### config.mk
export PLATFORM = sky130hd
export DESIGN_NAME = pwm_tick_gen
export DESIGN_NICKNAME = d
export VERILOG_FILES = /design/src/rtl/pwm_tick_pkg.sv /design/src/rtl/pwm_mc_divider.sv /design/src/rtl/pwm_prescaler.sv /design/src/rtl/pwm_ext_sampler.sv /design/src/rtl/pwm_tick_mux.sv /design/src/rtl/pwm_tick_gen.sv
export SDC_FILE = /design/constraint.sdc
export NUM_CORES = 1
export LEC_CHECK = 0
export BUFFER_PORTS_ARGS = -buffer_cell sky130_fd_sc_hd__buf_2
export CAP_MARGIN = 20
export CORE_UTILIZATION = 40
export CTS_CLUSTER_SIZE = 40
export DETAILED_ROUTE_END_ITERATION = 10
export GPL_ROUTABILITY_DRIVEN = 0
export GPL_TIMING_DRIVEN = 0
export PLACE_DENSITY = 0.73
export SKIP_CTS_REPAIR_TIMING = 1
export SLEW_MARGIN = 20
export SYNTH_ARGS = -nofsm -noshare
export SYNTH_HDL_FRONTEND = slang
export SYNTH_SLANG_ARGS = --single-unit
### constraint.sdc
create_clock -name clk -period 2.3 [get_ports clk]
set_clock_uncertainty 0.15 [all_clocks]
set_input_delay 0.345 -clock clk [delete_from_list [all_inputs] [get_ports clk]]
set_output_delay 0.345 -clock clk [all_outputs]
set_load 0.01 [all_outputs]
### src/rtl/pwm_tick_pkg.sv
package pwm_tick_pkg;

    localparam int NUM_CH     = 4;
    localparam int NUM_EXT    = 2;
    localparam int SEL_W      = 3;
    localparam int NUM_RATES  = 4;
    localparam int RATE_SHIFT = 2;
    localparam int PRE_W      = (NUM_RATES - 1) * RATE_SHIFT;
    localparam int MC_W       = 10;
    localparam int SYNC_DEPTH = 2;
    localparam int CH_PER_EXT = NUM_CH / NUM_EXT;

    typedef enum logic [1:0] {
        MC_DIV_BASE = 2'b00,
        MC_DIV_QA   = 2'b01,
        MC_DIV_QB   = 2'b10,
        MC_DIV_SLOW = 2'b11
    } mc_div_e;

    typedef struct packed {
        logic       use_ext;
        logic [1:0] rate;
    } tick_sel_t;

    // Terminal count (ratio minus one) of the machine-cycle divider.
    function automatic logic [MC_W-1:0] mc_terminal(input mc_div_e code, input logic fast);
        logic [MC_W-1:0] t;
        case (code)
            MC_DIV_BASE: t = fast ? MC_W'(0) : MC_W'(1);
            MC_DIV_QA,
            MC_DIV_QB:   t = MC_W'(3);
            default:     t = MC_W'(1023);
        endcase
        return t;
    endfunction

    function automatic int ext_of_channel(input int ch);
        return ch / CH_PER_EXT;
    endfunction

endpackage

### src/rtl/pwm_mc_divider.sv
module pwm_mc_divider
    import pwm_tick_pkg::*;
(
    input  logic       clk,
    input  logic       rst,
    input  logic [1:0] div_code,
    input  logic       fast,
    output logic       mc_tick
);
    logic [MC_W-1:0] cnt;
    logic [MC_W-1:0] term;

    always_comb begin
        term    = mc_terminal(mc_div_e'(div_code), fast);
        // >= keeps the divider from running long after a ratio shrinks
        mc_tick = (cnt >= term);
    end

    always_ff @(posedge clk) begin
        if (rst)          cnt <= '0;
        else if (mc_tick) cnt <= '0;
        else              cnt <= cnt + 1'b1;
    end
endmodule

### src/rtl/pwm_prescaler.sv
module pwm_prescaler
    import pwm_tick_pkg::*;
#(
    parameter int RATES = NUM_RATES,
    parameter int SHIFT = RATE_SHIFT,
    localparam int CW   = (RATES - 1) * SHIFT
)(
    input  logic             clk,
    input  logic             rst,
    input  logic             mc_tick,
    output logic [RATES-1:0] rate_tick
);
    logic [CW-1:0] pre_cnt;

    always_ff @(posedge clk) begin
        if (rst)          pre_cnt <= '0;
        else if (mc_tick) pre_cnt <= pre_cnt + 1'b1;
    end

    assign rate_tick[0] = mc_tick;

    for (genvar k = 1; k < RATES; k++) begin : g_tap
        assign rate_tick[k] = mc_tick & (&pre_cnt[k*SHIFT-1:0]);
    end
endmodule

### src/rtl/pwm_ext_sampler.sv
module pwm_ext_sampler
    import pwm_tick_pkg::*;
#(
    parameter int PINS  = NUM_EXT,
    parameter int DEPTH = SYNC_DEPTH
)(
    input  logic            clk,
    input  logic            rst,
    input  logic            mc_tick,
    input  logic [PINS-1:0] pin,
    output logic [PINS-1:0] rise
);
    for (genvar p = 0; p < PINS; p++) begin : g_pin
        logic [DEPTH-1:0] sync_q;
        logic             held;

        always_ff @(posedge clk) begin
            if (rst) begin
                sync_q <= '0;
                held   <= 1'b0;
            end else begin
                sync_q <= {sync_q[DEPTH-2:0], pin[p]};
                if (mc_tick) held <= sync_q[DEPTH-1];
            end
        end

        assign rise[p] = mc_tick & sync_q[DEPTH-1] & ~held;
    end
endmodule

### src/rtl/pwm_tick_mux.sv
module pwm_tick_mux
    import pwm_tick_pkg::*;
#(
    parameter int CH = NUM_CH
)(
    input  logic                 clk,
    input  logic                 rst,
    input  logic [NUM_RATES-1:0] rate_tick,
    input  logic [NUM_EXT-1:0]   ext_rise,
    input  logic [CH*SEL_W-1:0]  sel,
    output logic [CH-1:0]        tick
);
    for (genvar c = 0; c < CH; c++) begin : g_ch
        tick_sel_t s;
        logic      nxt;

        always_comb begin
            s   = tick_sel_t'(sel[c*SEL_W +: SEL_W]);
            nxt = s.use_ext ? ext_rise[ext_of_channel(c)] : rate_tick[s.rate];
        end

        always_ff @(posedge clk) begin
            if (rst) tick[c] <= 1'b0;
            else     tick[c] <= nxt;
        end
    end
endmodule

### src/rtl/pwm_tick_gen.sv
module pwm_tick_gen
    import pwm_tick_pkg::*;
(
    input  logic                     clk,
    input  logic                     rst,
    input  logic [1:0]               mc_div_i,
    input  logic                     mc_fast_i,
    input  logic [NUM_CH*SEL_W-1:0]  ch_sel_i,
    input  logic [NUM_EXT-1:0]       ext_clk_i,
    output logic [NUM_CH-1:0]        tick_o
);
    logic                 mc_tick;
    logic [NUM_RATES-1:0] rate_tick;
    logic [NUM_EXT-1:0]   ext_rise;

    pwm_mc_divider u_div (
        .clk      (clk),
        .rst      (rst),
        .div_code (mc_div_i),
        .fast     (mc_fast_i),
        .mc_tick  (mc_tick)
    );

    pwm_prescaler u_pre (
        .clk       (clk),
        .rst       (rst),
        .mc_tick   (mc_tick),
        .rate_tick (rate_tick)
    );

    pwm_ext_sampler u_ext (
        .clk     (clk),
        .rst     (rst),
        .mc_tick (mc_tick),
        .pin     (ext_clk_i),
        .rise    (ext_rise)
    );

    pwm_tick_mux u_mux (
        .clk       (clk),
        .rst       (rst),
        .rate_tick (rate_tick),
        .ext_rise  (ext_rise),
        .sel       (ch_sel_i),
        .tick      (tick_o)
    );
endmodule

Word-level counts from Yosys, hierarchy flattened
Index checks and enable logic that the tools add are counted.
Word-level totals
  logic and storage cells: 48
  bits of input ports: 19
  register bits after elaboration: 26
  output and inout bits: 4
Operators by class
  muxes and demuxes: 14
  order comparisons: 5
  add/subtract/negate cells: 2
  reduce and logical (&&, ||, !) cells: 6
  bitwise logic cells: 9
  eq/ne operators: 2
Operators by type and width (number)
  one-hot mux 10 bit (2 select lines): 1
  < comparator 2 x 3 -> 1 bit (second input constant): 4
  adder 10 x 1 -> 10 bit (second input constant): 1
  >= comparator 10 bit: 1
  2-to-1 mux 1 bit: 9
  binary-select mux 1 bit (select 2 bit): 4
  AND 1 bit: 7
  adder 6 x 1 -> 6 bit (second input constant): 1
  AND reduction 6 bit: 1
  AND reduction 4 bit: 1
  OR reduction 2 bit: 2
  == test 2 x 1 -> 1 bit (second input constant): 1
  == test 2 bit (second input constant): 1
  zero test 2 bit: 1
  inverter 1 bit: 2
  AND reduction 2 bit: 1

Depth between registers and ports, before layout
Gate-level depths: netlist of the first run.
  word-level depth: 8
  mapped depth: 12

Hierarchy
From an unflattened synthesis of the first run, not the netlist that was laid out.
Unflattened totals
  cell total of the unflattened synthesis: 153
  area total of the unflattened synthesis: 1547.7 um^2
Modules (own cells, without submodules)
  pwm_mc_divider: area an instance 779.5 um^2, times used 1, seq. area each 200.2 um^2, cells each 79
  pwm_tick_mux: area an instance 309.0 um^2, times used 1, seq. area each 80.1 um^2, cells each 29
  pwm_prescaler: area an instance 267.8 um^2, times used 1, seq. area each 120.1 um^2, cells each 28
  pwm_ext_sampler: area an instance 191.4 um^2, times used 1, seq. area each 120.1 um^2, cells each 17

Least setup slack after synthesis of the first run
OpenSTA, ideal clock, no wires.
  kind: input to register
  start: input port mc_div_i[0]
  end: register u_pre.pre_cnt[2]
  arrival: 2.164 ns
  setup time: 0.116 ns
  setup slack: -0.130 ns
  required time: 2.034 ns
  stages on the path: 12
  buffers on the path: 2
  cells stage by stage: inv_1 > ha_1 > nor2_1 > o21ai_0 > ha_1 > nand2b_1 > a21oi_1 > o21bai_1 > a211o_1 > buf_6 > buf_6 > a31o_1
On the way
  longest elaborated chain between the ends: 4
Ends and longest elaborated chain
  start, declared: RTL line pwm_tick_gen.sv:6  | input logic [1:0] mc_div_i,
  == test 2 x 1 -> 1 bit or == test 2 bit (tied branches): RTL line pwm_tick_pkg.sv:28  | case (code)
  OR reduction 2 bit: RTL line pwm_tick_pkg.sv:28
  one-hot mux 10 bit (2 select lines) (*): RTL line pwm_tick_pkg.sv:28
  >= comparator 10 bit (*): RTL line pwm_mc_divider.sv:16  | mc_tick = (cnt >= term);
  end signal, assigned: RTL line pwm_prescaler.sv:17  | else if (mc_tick) pre_cnt <= pre_cnt + 1'b1;
  end, declared: RTL line pwm_prescaler.sv:13  | logic [CW-1:0] pre_cnt;
Every way passes the cells marked *; elsewhere a longest branch is shown, timed or not.
A chain may end at the register's enable or synchronous reset.

Worst setup path in the final report of the first run
  start: input port mc_div_i[0]
  end: register u_mux.tick[1]
On the way
  longest elaborated chain between the ends: 8
Ends and longest elaborated chain
  == test 2 x 1 -> 1 bit or == test 2 bit (tied branches): RTL line pwm_tick_pkg.sv:28
  OR reduction 2 bit: RTL line pwm_tick_pkg.sv:28
  one-hot mux 10 bit (2 select lines) (*): RTL line pwm_tick_pkg.sv:28
  >= comparator 10 bit (*): RTL line pwm_mc_divider.sv:16
  AND 1 bit: RTL line pwm_prescaler.sv:23  | assign rate_tick[k] = mc_tick & (&pre_cnt[k*SHIFT-1:0]);
  binary-select mux 1 bit (select 2 bit): RTL line pwm_tick_mux.sv:19  | nxt = s.use_ext ? ext_rise[ext_of_channel(c)] : rate_tick[s.rate];
  2-to-1 mux 1 bit (implied by the code): RTL line pwm_tick_mux.sv:19
  2-to-1 mux 1 bit (*): RTL line pwm_tick_mux.sv:19
  end signal, assigned by index: RTL line pwm_tick_mux.sv:24  | else tick[c] <= nxt;
  end, declared: RTL line pwm_tick_mux.sv:11  | output logic [CH-1:0] tick
Every way passes the cells marked *; elsewhere a longest branch is shown, timed or not. The select of a mux whose other input is x is not followed.

==> impl_metrics.json, run 1 <==
{
  "insertedDiodeCount": 0,
  "io_buffers": 21,
  "finalSetupViolCount": 3,
  "worstPathCellList": "buf_8 > inv_4 > ha_4 > nor2_4 > o21ai_2 > ha_1 > nand2b_4 > a21oi_2 > o21bai_1 > a211o_1 > buf_6 > and2b_2 > o211a_1",
  "mostFrequentLayoutCells": "25 x dfxtp_1, 21 x nor2_1, 20 x buf_2",
  "vias_per_cell": 4.957,
  "global_route.overflow_total": 0,
  "layout_area_overhead_pct": 25.43,
  "ys_types": 35,
  "placedCellCount": 228,
  "route.vias.total": 1160,
  "core-area_sq_um": 3416,
  "total_switching_power_uw": 224.6,
  "hold_end": "u_ext.g_pin[1].sync_q[0]$_SDFF_PP0_",
  "final_min_period_over_clock_period_pct": 100.6,
  "worst_r2r_startpoint": "u_div.cnt[3]$_SDFF_PP0_",
  "grt_setup_unrepaired": "true",
  "achievable_frequency_mhz": 432.2,
  "tritoncts": "yes",
  "met3_length_microns": 83,
  "clkLatencyLatePin_ns": 0.32,
  "synth_area_per_cell_sq_um": 9.015,
  "internal_power_uw": 715.9,
  "worstHoldPathCells": 2,
  "total_power_uw": 940.5,
  "ys_warn_count": 0,
  "worst-r2r-cell-count": 7,
  "outcome": "complete, but fails checks",
  "post_detailed_route_wirelength_per_cell_microns": 12.07,
  "power.static_leakage_uw": 0.0007989,
  "netlist_area_sq_um": 1451,
  "r2r_slack_ns": 0.03,
  "timing.critical_path.arrival_ns": 2.39,
  "power.share.sequential_pct": 50.3,
  "cts-root-to-sink-buffers": 2,
  "clkSinkCount": 26,
  "postSynthCellCount": 161,
  "power_density_nw_per_um2": 516.6,
  "layout.cells.most_common": "dfxtp_1",
  "detail_route.wirelength_microns": 2825,
  "synth_sequential_area_ratio_pct": 35.86,
  "postSynthNetCount": 192,
  "slew_headroom_pct": 60.28,
  "numCtsBuffers": 3,
  "floorplan.die_area_sq_um": 3873,
  "start_util_pct": 42.49,
  "drt_iter0_markers": 33,
  "finish.net_count": 220,
  "clk_pin_slew_worst_paths_ns": 0.14,
  "timing.critical_path.from_type": "primary input",
  "hold_violations": 0,
  "worst_path_largest_cell_delay_ns": 0.38,
  "timing.max_cap.violations": 0,
  "post-route-min-period_ns": 2.314,
  "io_pins": 23,
  "layout-drive-gt1-share_pct": 29.79,
  "grt_start_max_net_pins": 16,
  "die_width_microns": 62.24,
  "final_max_slew_viol_count": 0,
  "highest_net_fanout_along_the_worst_path": 6,
  "critPathKind": "in -> reg",
  "drt_pre_antenna_iters": 4,
  "drt-met1-wl_microns": 1442,
  "min_path_type": "in -> reg",
  "p_sw_share_pct": 23.88,
  "placement_rows": 21,
  "vias_in_the_first_global_route": 1071,
  "htree_levels": 1,
  "violations": "setup timing",
  "timing.final.ws_setup_ns": -0.01373,
  "remaining_drc_errors": 0,
  "die_h_microns": 62.24,
  "clock_tree.root_cell": "clkbuf_4",
  "top_layer": "met4",
  "power.clock.fraction_pct": 33.3,
  "timing_worst_slew_pin_value_ns": 0.5958,
  "final_util_pct": 53.30,
  "crit_path_capture_type": "flip-flop",
  "final_cell_count_no_fill": 234,
  "min-delay-start": "ext_clk_i[1]",
  "r2r_end": "u_mux.tick[1]$_SDFF_PP0_",
  "wire_length_of_the_first_global_routing_pass_microns": 4554,
  "postSynthRegisterBits": 26,
  "met2_length_microns": 1284,
  "p_comb_share_pct": 16.4,
  "drtAntennaViolNets": 0,
  "half_perimeter_wire_length_after_detailed_placement_microns": 1947,
  "worst_ir_drop_on_vdd_uv": 365.6,
  "grtUsageTotal_pct": 14.16,
  "worst_ep_required_time_ns": 2.38,
  "antenna_found_initial": 0,
  "cp_slowest_cell": "a211o_1"
}
worst max-delay path, delay by kind of cell:
| family | cells | cell delay (ns) |
|---|---|---|
| AOI/OAI and AO/OA | 5 | 0.80 |
| adders and majority gates | 2 | 0.50 |
| buffers and inverters | 3 | 0.30 |
| and+or+nand+nor | 3 | 0.43 |
power groups by stage:
stage | Clock [uW] | Combinational (uW) | Sequential [uW]
after CTS | 321 | 119 | 472
after global placement | 0 | 115 | 482
after global routing | 339 | 171 | 475
after floorplan | 0 | 80.7 | 480
final | 314 | 154 | 473
after detailed placement | 0 | 118 | 482
metrics by stage:
stage                     hold WS [ns]  instance area [sq um]  setup TNS [ns]  worst slack (ns)
final                          0.07407                   1821        -0.03111          -0.01373
after global routing           0.06127                   1821         -0.4199          -0.08417
after CTS                      0.06359                   1698          -1.204           -0.1101
after detailed placement        0.2786                   1645          -8.753           -0.4520
after global placement          0.2751                   1645          -9.220           -0.4787
after floorplan                 0.2638                   1483        -0.04242          -0.04242
state kept, by name (all words and copies together), names as in the netlist:
register            flops
u_div.cnt              10
u_ext.g_pin.held        2
u_ext.g_pin.sync_q      4
u_mux.tick              4
u_pre.pre_cnt           6
worst max path at each step:
stage	from	endpoint	slack (ns)	depth (start not counted)
2_1_floorplan	mc_div_i[1]	u_pre.pre_cnt[2]$_SDFFE_PP0P_	-0.04	12
3_3_place_gp	mc_div_i[1]	u_pre.pre_cnt[5]$_SDFFE_PP0P_	-0.48	11
3_5_place_dp	mc_div_i[1]	u_pre.pre_cnt[5]$_SDFFE_PP0P_	-0.45	11
4_1_cts	mc_div_i[1]	u_pre.pre_cnt[5]$_SDFFE_PP0P_	-0.11	11
5_1_grt	mc_div_i[0]	u_mux.tick[1]$_SDFF_PP0_	-0.08	13
6_report	mc_div_i[0]	u_mux.tick[1]$_SDFF_PP0_	-0.01	13
per-layer routing:
layer / up-vias / GRT usage, %
met1: 530 / 18.91
met3: 2 / 2.941
met4: 0 / 3.198
met5: - / 0
li1: 610 / -
met2: 18 / 23.35
layout make-up:
class / count / area (sq um)
sequential: 26 / 521.8
buffer: 6 / 47.55
inverter: 8 / 45.04
clock inverter: 1 / 30.03
clock buffer: 3 / 22.52
multi-input combinational: 121 / 933.4
timing repair buffer: 23 / 162.7
tap: 46 / 57.56
fill: 325 / 1595
cells by family (layout without fill, tap and decap cells):
kind of cell | count (synthesis) | in the layout | share of synthesized area [%]
buf+inv | 14 | 41 | 4.741
flops | 26 | 26 | 35.86
compound gates | 26 | 26 | 13.53
fa+ha+maj | 12 | 12 | 10.34
mux | 5 | 5 | 3.621
simple gates | 66 | 66 | 24.66
xor+xnor | 12 | 12 | 7.241
Yosys cell counts:
cell | instances | share of area, %
a31oi_1 | 1 | 0.43
nor2b_1 | 6 | 2.6
ha_1 | 12 | 10
nand2b_1 | 4 | 1.7
nand4_1 | 3 | 1.3
xor2_1 | 6 | 3.6
dfxtp_1 | 26 | 36
and3_1 | 1 | 0.43
nor3_2 | 8 | 5.5
nor2_1 | 22 | 5.7
xnor2_1 | 6 | 3.6
and2b_1 | 1 | 0.52
buf_6 | 2 | 1.6
a211o_1 | 1 | 0.60
nor3_1 | 3 | 1.0
a21o_1 | 4 | 2.1
o21bai_1 | 1 | 0.52
buf_2 | 1 | 0.34
clkbuf_1 | 2 | 0.52
nand2_1 | 10 | 2.6
o211a_1 | 4 | 2.8
mux2i_1 | 3 | 2.1
and2_1 | 1 | 0.43
nor4b_1 | 1 | 0.60
a21oi_1 | 8 | 2.8
inv_1 | 8 | 2.1
a221oi_2 | 1 | 1.0
buf_1 | 1 | 0.26
nor3b_1 | 1 | 0.52
a31o_1 | 1 | 0.60
mux2_2 | 2 | 1.6
a41o_1 | 1 | 0.69
a311oi_2 | 1 | 1.0
o21ai_0 | 3 | 1.0
nand3_1 | 5 | 1.7
(Power assumes the default switching activity.)
==> run 2: changes to the inputs <==
--- a/config.mk
+++ b/config.mk
@@ -8,13 +8,13 @@
 export BUFFER_PORTS_ARGS = -buffer_cell sky130_fd_sc_hd__buf_2
 export CAP_MARGIN = 20
 export CORE_UTILIZATION = 40
-export CTS_CLUSTER_SIZE = 40
+export CTS_CLUSTER_SIZE = 20
 export DETAILED_ROUTE_END_ITERATION = 10
 export GPL_ROUTABILITY_DRIVEN = 0
 export GPL_TIMING_DRIVEN = 0
 export PLACE_DENSITY = 0.73
 export SKIP_CTS_REPAIR_TIMING = 1
-export SLEW_MARGIN = 20
+export SLEW_MARGIN = 15
 export SYNTH_ARGS = -nofsm -noshare
 export SYNTH_HDL_FRONTEND = slang
 export SYNTH_SLANG_ARGS = --single-unit
==> constraint.sdc (replaced) <==
create_clock -name clk -period 2.3 [get_ports clk]
set_clock_uncertainty 0.15 [all_clocks]
set_input_delay 0.115 -clock clk [delete_from_list [all_inputs] [get_ports clk]]
set_output_delay 0.115 -clock clk [all_outputs]
set_load 0.01 [all_outputs]
==> run 2 against run 1 <==
- the flow now finishes without violations
- sequential power barely moved
- critical path depth fell by 4
- setup slack better by 0.15 ns
- sequential cell count stayed put
- critical endpoint is now u_pre.pre_cnt[2]$_SDFFE_PP0P_
- largest cell class unchanged
==> impl_metrics.json, run 2 (same netlist as run 1, synthesis figures left out) <==
{
  "outcome": "complete, no violations",
  "power.static_leakage_uw": 0.0007961,
  "insertedDiodeCount": 0,
  "worst_ir_drop_on_vdd_uv": 378.1,
  "hold_violations": 0,
  "clkLatencyLatePin_ns": 0.32,
  "highest_net_fanout_along_the_worst_path": 10,
  "vias_in_the_first_global_route": 1009,
  "detail_route.wirelength_microns": 2510,
  "route.vias.total": 1161,
  "grtUsageTotal_pct": 13.31,
  "die_width_microns": 62.24,
  "min-delay-start": "ch_sel_i[1]",
  "global_route.overflow_total": 0,
  "worst_r2r_startpoint": "u_div.cnt[0]$_SDFF_PP0_",
  "timing_worst_slew_pin_value_ns": 0.6017,
  "registers.top_by_ff_count": "u_div.cnt",
  "timing.critical_path.arrival_ns": 2.25,
  "placement.setup.worst_slack_ns": -0.1958,
  "final_max_slew_viol_count": 0,
  "worst_ep_required_time_ns": 2.39,
  "die_h_microns": 62.24,
  "timing.final.ws_setup_ns": 0.1339,
  "largest_reg_flops": 10,
  "io_pins": 23,
  "core-area_sq_um": 3416,
  "drt_pre_antenna_iters": 4,
  "post-route-min-period_ns": 2.166,
  "timing.critical_path.mode_cell": "buf_6",
  "min_path_type": "in -> reg",
  "clock_tree.root_cell": "clkbuf_4",
  "slew_headroom_pct": 59.89,
  "final_util_pct": 51.06,
  "placedCellCount": 228,
  "layout-drive-gt1-share_pct": 21.76,
  "placement_rows": 21,
  "drt_iter0_markers": 17,
  "cts-root-to-sink-buffers": 2,
  "cp_num_buf_inv": 3,
  "final_cell_count_no_fill": 239,
  "worstPathCellList": "inv_1 > ha_1 > nand2b_1 > a21oi_1 > o21bai_1 > a211o_1 > buf_6 > buf_6 > a31o_1",
  "clkSinkCount": 26,
  "achievable_frequency_mhz": 461.7,
  "grt_setup_unrepaired": "false",
  "hold-worst-slack_ns": 0.01469,
  "path_delay_family": "compound AO/OA/AOI/OAI gates",
  "io_buffers": 21,
  "tritoncts": "yes",
  "floorplan.die_area_sq_um": 3873,
  "remaining_drc_errors": 0,
  "layout.cells.most_common": "dfxtp_1",
  "drtAntennaViolNets": 0,
  "antenna_found_initial": 0,
  "clk_pin_slew_worst_paths_ns": 0.14,
  "worst_path_largest_cell_delay_ns": 0.37,
  "critPathLaunch": "u_div.cnt[0]$_SDFF_PP0_",
  "power_density_nw_per_um2": 517.9,
  "start_util_pct": 42.49,
  "half_perimeter_wire_length_after_detailed_placement_microns": 1812,
  "crit_path_capture_type": "flip-flop",
  "finalSetupViolCount": 0,
  "critPathKind": "reg -> reg",
  "timing.critical_path.from_type": "flip-flop",
  "layout_area_overhead_pct": 20.17,
  "finish.net_count": 225,
  "timing.max_cap.violations": 0,
  "post_detailed_route_wirelength_per_cell_microns": 10.50,
  "mostFrequentLayoutCells": "25 x dfxtp_1, 22 x nor2_1, 22 x buf_2",
  "final_min_period_over_clock_period_pct": 94.18,
  "vias_per_cell": 4.858,
  "htree_levels": 1,
  "numCtsBuffers": 3,
  "cp_slowest_cell": "dfxtp_2",
  "grt_start_max_net_pins": 16,
  "top_regs": "u_div.cnt (10), u_pre.pre_cnt (6)",
  "wire_length_of_the_first_global_routing_pass_microns": 4209,
  "total_power_uw": 903.2
}
[run 2: cell count changes in the layout (fill, tap and decap cells not counted), sizes merged]
cell / previous run / this run
clkbuf: 7 / 5
dlygate4sd3: 0 / 7
[run 2: layer usage]
| layer | wire [microns] | global-route usage, % |
|---|---|---|
| met5 | 0 | 0 |
| met4 | 21 | 3.488 |
| met3 | 60 | 3.493 |
| met2 | 1145 | 21.43 |
| met1 | 1282 | 17.57 |
[run 2: final cells by class]
type / count / area [sq um]
repair buffers: 28 / 175.2
clock inverters: 1 / 30.03
fillers: 344 / 1672
flip-flops and latches: 26 / 521.8
plain buffers: 6 / 38.79
multi-input cells: 121 / 868.3
inverters: 8 / 30.03
well taps: 46 / 57.56
clock buffers: 3 / 22.52
[run 2: power by group]
group / switching, uW / leakage (uW) / internal, uW
sequential: 9.70 / 0.000211 / 463
clock: 136 / 0.0000279 / 176
combinational: 59.9 / 0.000557 / 58.1
[run 2: worst paths after layout]
path / end / slack [ns] / cells past startpoint
setup / recovery: u_pre.pre_cnt[2]$_SDFFE_PP0P_ / 0.13 / 9
setup reg to reg: u_pre.pre_cnt[2]$_SDFFE_PP0P_ / 0.13 / 9
hold / removal: u_mux.tick[0]$_SDFF_PP0_ / 0.01 / 3
hold reg to reg: u_div.cnt[0]$_SDFF_PP0_ / 0.30 / 1
[run 2: metrics by stage]
step | instance area (sq um) | setup TNS [ns]
after floorplan | 1451 | 0
after global placement | 1614 | -3.102
after detailed placement | 1614 | -3.001
after CTS | 1667 | 0
after global routing | 1744 | 0
final | 1744 | 0
[run 2: worst min-delay path, stage by stage]
cell and delay [ns]:
buf_2 0.09, a21oi_1 0.06, o211a_1 0.19
